$ cat config.mk
export PLATFORM = sky130hd
export DESIGN_NAME = reorder_buf
export DESIGN_NICKNAME = d
export VERILOG_FILES = /design/src/rtl/reorder_buf.sv
export SDC_FILE = /design/constraint.sdc
export NUM_CORES = 1
export LEC_CHECK = 0
export BUFFER_PORTS_ARGS = -buffer_cell sky130_fd_sc_hd__buf_4
export CAP_MARGIN = 20
export CELL_PAD_IN_SITES_DETAIL_PLACEMENT = 1
export CELL_PAD_IN_SITES_GLOBAL_PLACEMENT = 1
export CORE_ASPECT_RATIO = 1.5
export CORE_MARGIN = 2
export CORE_UTILIZATION = 35
export CTS_CLUSTER_SIZE = 16
export DETAILED_ROUTE_END_ITERATION = 10
export PLACE_DENSITY_LB_ADDON = 0.1
export SETUP_SLACK_MARGIN = 0.05
export SLEW_MARGIN = 20
export SYNTH_ARGS = -nofsm -noshare
export SYNTH_HDL_FRONTEND = slang
export SYNTH_SLANG_ARGS = --single-unit
$ cat constraint.sdc
create_clock -name clk -period 11.5 [get_ports clk]
set_input_delay 2.3 -clock clk [delete_from_list [all_inputs] [get_ports clk]]
set_output_delay 2.3 -clock clk [all_outputs]
set_load 0.1 [all_outputs]
$ cat src/rtl/reorder_buf.sv
module reorder_buf #(
  parameter int DEPTH  = 8,
  parameter int DATA_W = 32,
  parameter int DEST_W = 16,
  localparam int TAG_W = $clog2(DEPTH),
  localparam int CNT_W = $clog2(DEPTH + 1)
) (
  input  logic              clk,
  input  logic              rst_n,
  input  logic              flush_in,
  input  logic              alloc_valid,
  input  logic [1:0]        alloc_op,
  input  logic [1:0]        alloc_dkind,
  input  logic [DEST_W-1:0] alloc_dest,
  output logic              alloc_ready,
  output logic [TAG_W-1:0]  alloc_tag,
  input  logic              wb_valid,
  input  logic [TAG_W-1:0]  wb_tag,
  input  logic [DATA_W-1:0] wb_value,
  input  logic              wb_fault,
  input  logic              wb_mispred,
  output logic              cm_valid,
  output logic [TAG_W-1:0]  cm_tag,
  output logic              cm_reg_we,
  output logic              cm_mem_we,
  output logic [DEST_W-1:0] cm_dest,
  output logic [DATA_W-1:0] cm_data,
  output logic              cm_fault,
  output logic              cm_flush
);
  localparam logic [1:0] OP_BRANCH = 2'd3;
  localparam logic [1:0] DK_MEM    = 2'd1;
  localparam logic [1:0] DK_REG    = 2'd2;
  localparam logic [CNT_W-1:0] FULL = CNT_W'(DEPTH);

  logic [DEPTH-1:0]  vld, done, flt, mis;
  logic [1:0]        op_q   [DEPTH];
  logic [1:0]        dk_q   [DEPTH];
  logic [DEST_W-1:0] dest_q [DEPTH];
  logic [DATA_W-1:0] val_q  [DEPTH];
  logic [TAG_W-1:0]  head, tail;
  logic [CNT_W-1:0]  cnt;

  function automatic logic [TAG_W-1:0] step_ptr(input logic [TAG_W-1:0] p);
    return (p == TAG_W'(DEPTH - 1)) ? '0 : p + 1'b1;
  endfunction

  logic retire_ok, do_alloc, clear_all;

  assign cm_valid  = vld[head] & done[head] & ~flush_in;
  assign cm_tag    = head;
  assign cm_dest   = dest_q[head];
  assign cm_data   = val_q[head];
  assign cm_fault  = cm_valid & flt[head];
  assign cm_flush  = cm_valid & ~flt[head] & mis[head] & (op_q[head] == OP_BRANCH);
  assign retire_ok = cm_valid & ~cm_fault & ~cm_flush;
  assign cm_reg_we = retire_ok & (dk_q[head] == DK_REG);
  assign cm_mem_we = retire_ok & (dk_q[head] == DK_MEM);
  assign clear_all = flush_in | cm_fault | cm_flush;

  assign alloc_ready = (cnt != FULL) & ~clear_all;
  assign alloc_tag   = tail;
  assign do_alloc    = alloc_valid & alloc_ready;

  always_ff @(posedge clk) begin
    if (!rst_n || clear_all) begin
      vld  <= '0;
      done <= '0;
      head <= '0;
      tail <= '0;
      cnt  <= '0;
    end else begin
      if (wb_valid && vld[wb_tag]) begin
        done[wb_tag]  <= 1'b1;
        flt[wb_tag]   <= wb_fault;
        mis[wb_tag]   <= wb_mispred;
        val_q[wb_tag] <= wb_value;
      end
      if (retire_ok) begin
        vld[head] <= 1'b0;
        head      <= step_ptr(head);
      end
      if (do_alloc) begin
        vld[tail]    <= 1'b1;
        done[tail]   <= 1'b0;
        flt[tail]    <= 1'b0;
        mis[tail]    <= 1'b0;
        op_q[tail]   <= alloc_op;
        dk_q[tail]   <= alloc_dkind;
        dest_q[tail] <= alloc_dest;
        tail         <= step_ptr(tail);
      end
      case ({do_alloc, retire_ok})
        2'b10:   cnt <= cnt + 1'b1;
        2'b01:   cnt <= cnt - 1'b1;
        default: cnt <= cnt;
      endcase
    end
  end


  no_overflow_chk: assert property (@(posedge clk) disable iff (!rst_n)
    cnt <= FULL);


  full_refuse_chk: assert property (@(posedge clk) disable iff (!rst_n)
    (cnt == FULL) |-> !alloc_ready);


  one_action_chk: assert property (@(posedge clk) disable iff (!rst_n)
    $onehot0({cm_reg_we, cm_mem_we, cm_fault, cm_flush}));


  squash_empties_chk: assert property (@(posedge clk) disable iff (!rst_n)
    (cm_fault || cm_flush) |=> (!cm_valid && alloc_tag == '0));


  flush_empties_chk: assert property (@(posedge clk) disable iff (!rst_n)
    flush_in |=> (!cm_valid && alloc_tag == '0));


  head_only_chk: assert property (@(posedge clk) disable iff (!rst_n)
    cm_valid |-> (cm_tag == head && cnt != '0));
endmodule

### Yosys cells after proc, flatten, opt, wreduce, memory -nomap -nowiden

Memory sizes are Yosys's and may differ from the RTL's. A register that Yosys moved wholly into a read port is not among the register bits.
Index checks and enable logic that the tools add are counted.

| storage, ports and cells | value |
|---|---|
| register bits after elaboration | 42 |
| bits in latches | 0 |
| RAM bits | 416 |
| memory bits (read-only) | 0 |
| input bits | 62 |
| logic and storage cells | 110 |
| memories | 4 |

Memories:

| memory | depth | bits a word | read ports | clocked after Yosys merged registers in | write ports | RTL line | RTL |
|---|---|---|---|---|---|---|---|
| val_q | 8 | 32 | 1 | 1 | 1 | 40 | `logic [DATA_W-1:0] val_q [DEPTH];` |
| dest_q | 8 | 16 | 1 | 1 | 1 | 39 | `logic [DEST_W-1:0] dest_q [DEPTH];` |
| dk_q | 8 | 2 | 1 | 1 | 1 | 38 | `logic [1:0] dk_q [DEPTH];` |
| op_q | 8 | 2 | 1 | 1 | 1 | 37 | `logic [1:0] op_q [DEPTH];` |

| operators by class | value |
|---|---|
| add/sub/neg operators | 4 |
| multiply operators | 0 |
| div/mod/pow operators | 0 |
| order comparisons | 6 |
| equal/unequal tests | 8 |
| shift operators | 0 |
| mux-type cells | 47 |
| bitwise logic cells | 27 |
| reductions and logical operators | 7 |

Operator list:

| operator | count |
|---|---|
| 8-bit two-way mux | 12 |
| 8-bit AND | 4 |
| 3-bit two-way mux | 10 |
| 8-bit bitwise mux | 2 |
| 8-bit NOT | 2 |
| 8-bit OR | 2 |
| 1-bit binary-select mux with 3-bit select | 5 |
| 1-bit two-way mux | 14 |
| 1-bit AND | 12 |
| 3-bit by 4-bit < comparator with 1-bit output, second input constant | 3 |
| 1-bit demux with 3-bit select | 3 |
| 3-bit by 1-bit greater-or-equal comparator with 1-bit output, second input constant | 3 |
| 4-bit case mux with 2 select lines | 1 |
| 3-bit by 1-bit adder with 3-bit output, second input constant | 2 |
| 2-bit equality test, second input constant | 3 |
| 3-bit equality test, second input constant | 2 |
| 1-bit NOT | 5 |
| 4-bit by 1-bit adder with 4-bit output, second input constant | 1 |
| 2-bit by 1-bit equality test with 1-bit output, second input constant | 2 |
| 1-bit logical AND | 4 |
| 4-bit inequality test, second input constant | 1 |
| 4-bit by 1-bit subtractor with 4-bit output, second input constant | 1 |
| 1-bit OR | 2 |
| 2-bit nonzero test | 1 |
| 2 further kinds | 2 |

### Longest topological paths before layout

| logic depth | value |
|---|---|
| depth after elaboration | 14 |
| mapped depth | 16 |

### Worst setup path after synthesis

Ideal clock, no wire load.

| timing | value |
|---|---|
| path type | input to output |
| from | in flush_in |
| to | out cm_mem_we |
| arrival time | 5.921 ns |
| slack | 3.279 ns |
| stages on the path | 4 |
| path buffers | 1 |
| path through | clkbuf_1 nor3_2 inv_1 nor4_1 |

| between the ends | value |
|---|---|
| cells in the longest elaborated chain, start to end | 8 |

Ends and longest elaborated chain:

| item | RTL line | RTL |
|---|---|---|
| from (decl) | 10 | `input logic flush_in,` |
| 1-bit NOT * | 50 | `assign cm_valid = vld[head] & done[head] & ~flush_in;` |
| 1-bit AND * | 50 |  |
| 1-bit AND (3 in series) | 55 | `assign cm_flush = cm_valid & ~flt[head] & mis[head] & (op_q[head] == OP_BRANCH);` |
| 1-bit NOT | 56 | `assign retire_ok = cm_valid & ~cm_fault & ~cm_flush;` |
| 1-bit AND * | 56 |  |
| 1-bit AND * | 58 | `assign cm_mem_we = retire_ok & (dk_q[head] == DK_MEM);` |
| to (decl) | 25 | `output logic cm_mem_we,` |

Every way passes the cells marked *; elsewhere a longest branch is shown, timed or not.

==> results.toml <==
[worst_setup_path]
arrival_ns = 4.20
path_max_fanout = 40
worstPathRequired_ns = 9.20
reg2reg_to = "cnt[2]$_SDFFE_PP0P_"
ff2ff_setup_slack_ns = 6.97
worstSetupPathType = "reg2out"
reg2regPathDepth = 14
start_kind = "register"
worstSetupEndpointType = "output port"

[drt]
via_count = 9922
drt_wl_total_mm = 45.7
drc = 0
dr.pass1.iters = 4
first_iter_violations = 609
wire_per_inst_um = 24.2
viasPerCell = 5.26
ant_nets = 0

[min_path]
hold_depth = 2
whs_endpoint = "cnt[3]$_SDFFE_PP0P_"
hold_class = "reg2reg"
min_from = "cnt[3]$_SDFFE_PP0P_"

[power]
p_seq_share_pct = 54.9
powerDensity_nw_per_um2 = 152
cellInternalPower_mw = 2.66
p_switching_mw = 0.685
p_leak_nw = 7.16
clkPwrFrac_pct = 42.7
p_sw_share_pct = 20.5
power_frac_comb_pct = 2.4
irDropWorstVdd_uv = 112
total_power_mw = 3.35

[timing]
period_needed_ns = 6.50
tightest_slew_ns = 1.07
fmax_mhz = 154
fin_crit_sh_pct = 56.6
fin_skew_ns = 0.0128
fin_tns_setup_ns = 0
hold_viol = 0
timing.hold.ws_ns = 0.537
relSlewSlack_pct = 28.8
final-max-slew-violation-count = 0
grt_setup_unrepaired = "no"
setup-violations-final = 0

[floorplanning]
fp.coreArea_um2 = 52600
chipHeight_um = 286
die_w_um = 192
boundaryPins = 122
initial_core_util_pct = 35.4
rows = 103
dieArea_um2 = 55100

[grt]
grt_pass1_wl_mm = 68.9
grt.overflow.total = 0
antenna_found_initial = 2
grt_max_degree = 66
track_usage_pct = 17.0
first_global_vias = 10773

[synth]
netlist.area_leader.share_pct = 69.7
ys_seq_area_share_pct = 72.8
ys.flop_type = "edfxtp_1"
avgSynthCellArea_um2 = 18.0
ys_warn_count = 0
ys_seq_elements = 461
synth.top_cells.by_area = "edfxtp_1, mux4_2, nand2_1"
synthDistinctLibCells = 55
yosysMostFrequentCell = "edfxtp_1"
synth-async-reset-ratio_pct = 0
synth_edf_count = 432
synth_nets = 1104
synth_common_cells = "edfxtp_1, nand2_1, mux4_2"
syn-cell-area_um2 = 18600
synth_top_area_cell = "edfxtp_1"
syn_inst = 1035

[outcome]
status = "completed"

[cells_and_area]
multi_input_area_um2 = 4940
seq_area_um2 = 13600
drive_gt1_share_pct = 29.1
nFillCells = 5123
fin_area_um2 = 22000
nets = 1237
area_delta_synth_final_pct = 18.0

[clock_tree]
hold_buffers = 0
clk_latency_ns = 0.56
post_cts_resized = 0
cts_tree = "yes"
clk_path_buf_depth = 3
clk_pin_slew_ns = 0.06
root_buffer = "clkbuf_16"
htree_levels = 2
numCtsBuffers = 46
postCtsSetupRepairBufs = 0
clock_sinks = 461

[placement]
place_area_um2 = 20500
routabilityCongestion = 0.755
place_hpwl_mm = 26.6
io_buffer_count = 121

[run]
maxCapViolCount = 0
-- placed cells by master (no fill, tap or decap), types with 11 or more instances in the layout --
cell and count:
mux4_2 101, dfxtp_1 26, nor3_1 12, edfxtp_1 432, mux2i_1 27, a21oi_1 15, a211oi_4 15, buf_4 152
nand2_1 166, clkbuf_16 47, nor2_1 11, a211oi_1 18
-- through the flow --
stage / cells / setup WS [ns] / util, %
after floorplan: 1035 / 3.28 / -
after global placement: 1802 / 5.11 / 39.0
after detailed placement: 1802 / 5.11 / 39.0
after CTS: 1886 / 4.85 / 41.7
after global routing: 1888 / 4.60 / 41.8
final: 1888 / 5.00 / 41.8
-- worst max path at each step --
stage | endpoint | slack (ns) | cells after the start
6_report | cm_mem_we | 5.00 | 7
4_1_cts | cm_mem_we | 4.85 | 7
5_1_grt | cm_mem_we | 4.60 | 8
3_5_place_dp | cm_flush | 5.11 | 6
3_3_place_gp | cm_flush | 5.11 | 6
2_1_floorplan | cm_mem_we | 3.28 | 4
-- routing by layer --
layer,track usage (%),up-vias,part of all wire [%],wire length (um)
met2,30.2,176,53,24000
met4,5.25,0,2.6,1200
met3,2.43,68,3.7,1690
li1,-,4434,-,-
met1,21.4,5244,41,18800
met5,0,-,0,0
-- registers in the layout, summed over array words and instances (netlist names), named ones only --
name	flops
op_q	16
mis	8
cnt	4
dest_q	128
done	8
cm_tag	3
flt	8
vld	8
alloc_tag	3
val_q	256
dk_q	16
-- final cells by class --
| cell class | instances | area share, % |
|---|---|---|
| Antenna cell | 2 | 0.0228 |
| Clock buffer | 60 | 5.76 |
| Clock inverter | 24 | 0.747 |
| Inverter | 7 | 0.120 |
| Multi-Input combinational cell | 500 | 22.5 |
| Sequential cell | 461 | 61.8 |
| Tap cell | 682 | 3.89 |
| Timing Repair Buffer | 152 | 5.20 |
-- kinds of logic (layout without fill, tap and decap cells) --
group	Yosys count	in the layout	synth area share [%]
simple gates	255	255	6.35
fa+ha+maj	7	7	0.471
buf+inv	74	243	1.79
mux	133	133	14.4
other cells	0	2	0
flops	461	461	72.8
xor+xnor	5	5	0.235
compound gates	100	100	3.97
-- critical path, stage by stage, from the launching register on --
cell and delay [ns]:
dfxtp_2 0.56, buf_4 0.59, o211ai_1 0.31, a41oi_1 0.93, o31ai_4 0.15, buf_4 0.31, nor4_1 0.38, buf_4 0.36
-- power groups by stage --
| stage | logic, mW | clock network, mW | registers, mW |
|---|---|---|---|
| after floorplan | 0.0302 | 0 | 1.88 |
| after global placement | 0.0781 | 0 | 1.87 |
| after detailed placement | 0.0801 | 0 | 1.87 |
| after CTS | 0.0803 | 1.48 | 1.84 |
| after global routing | 0.0864 | 1.53 | 1.84 |
| final | 0.0788 | 1.43 | 1.84 |
Power figures use the tool's default switching activity.
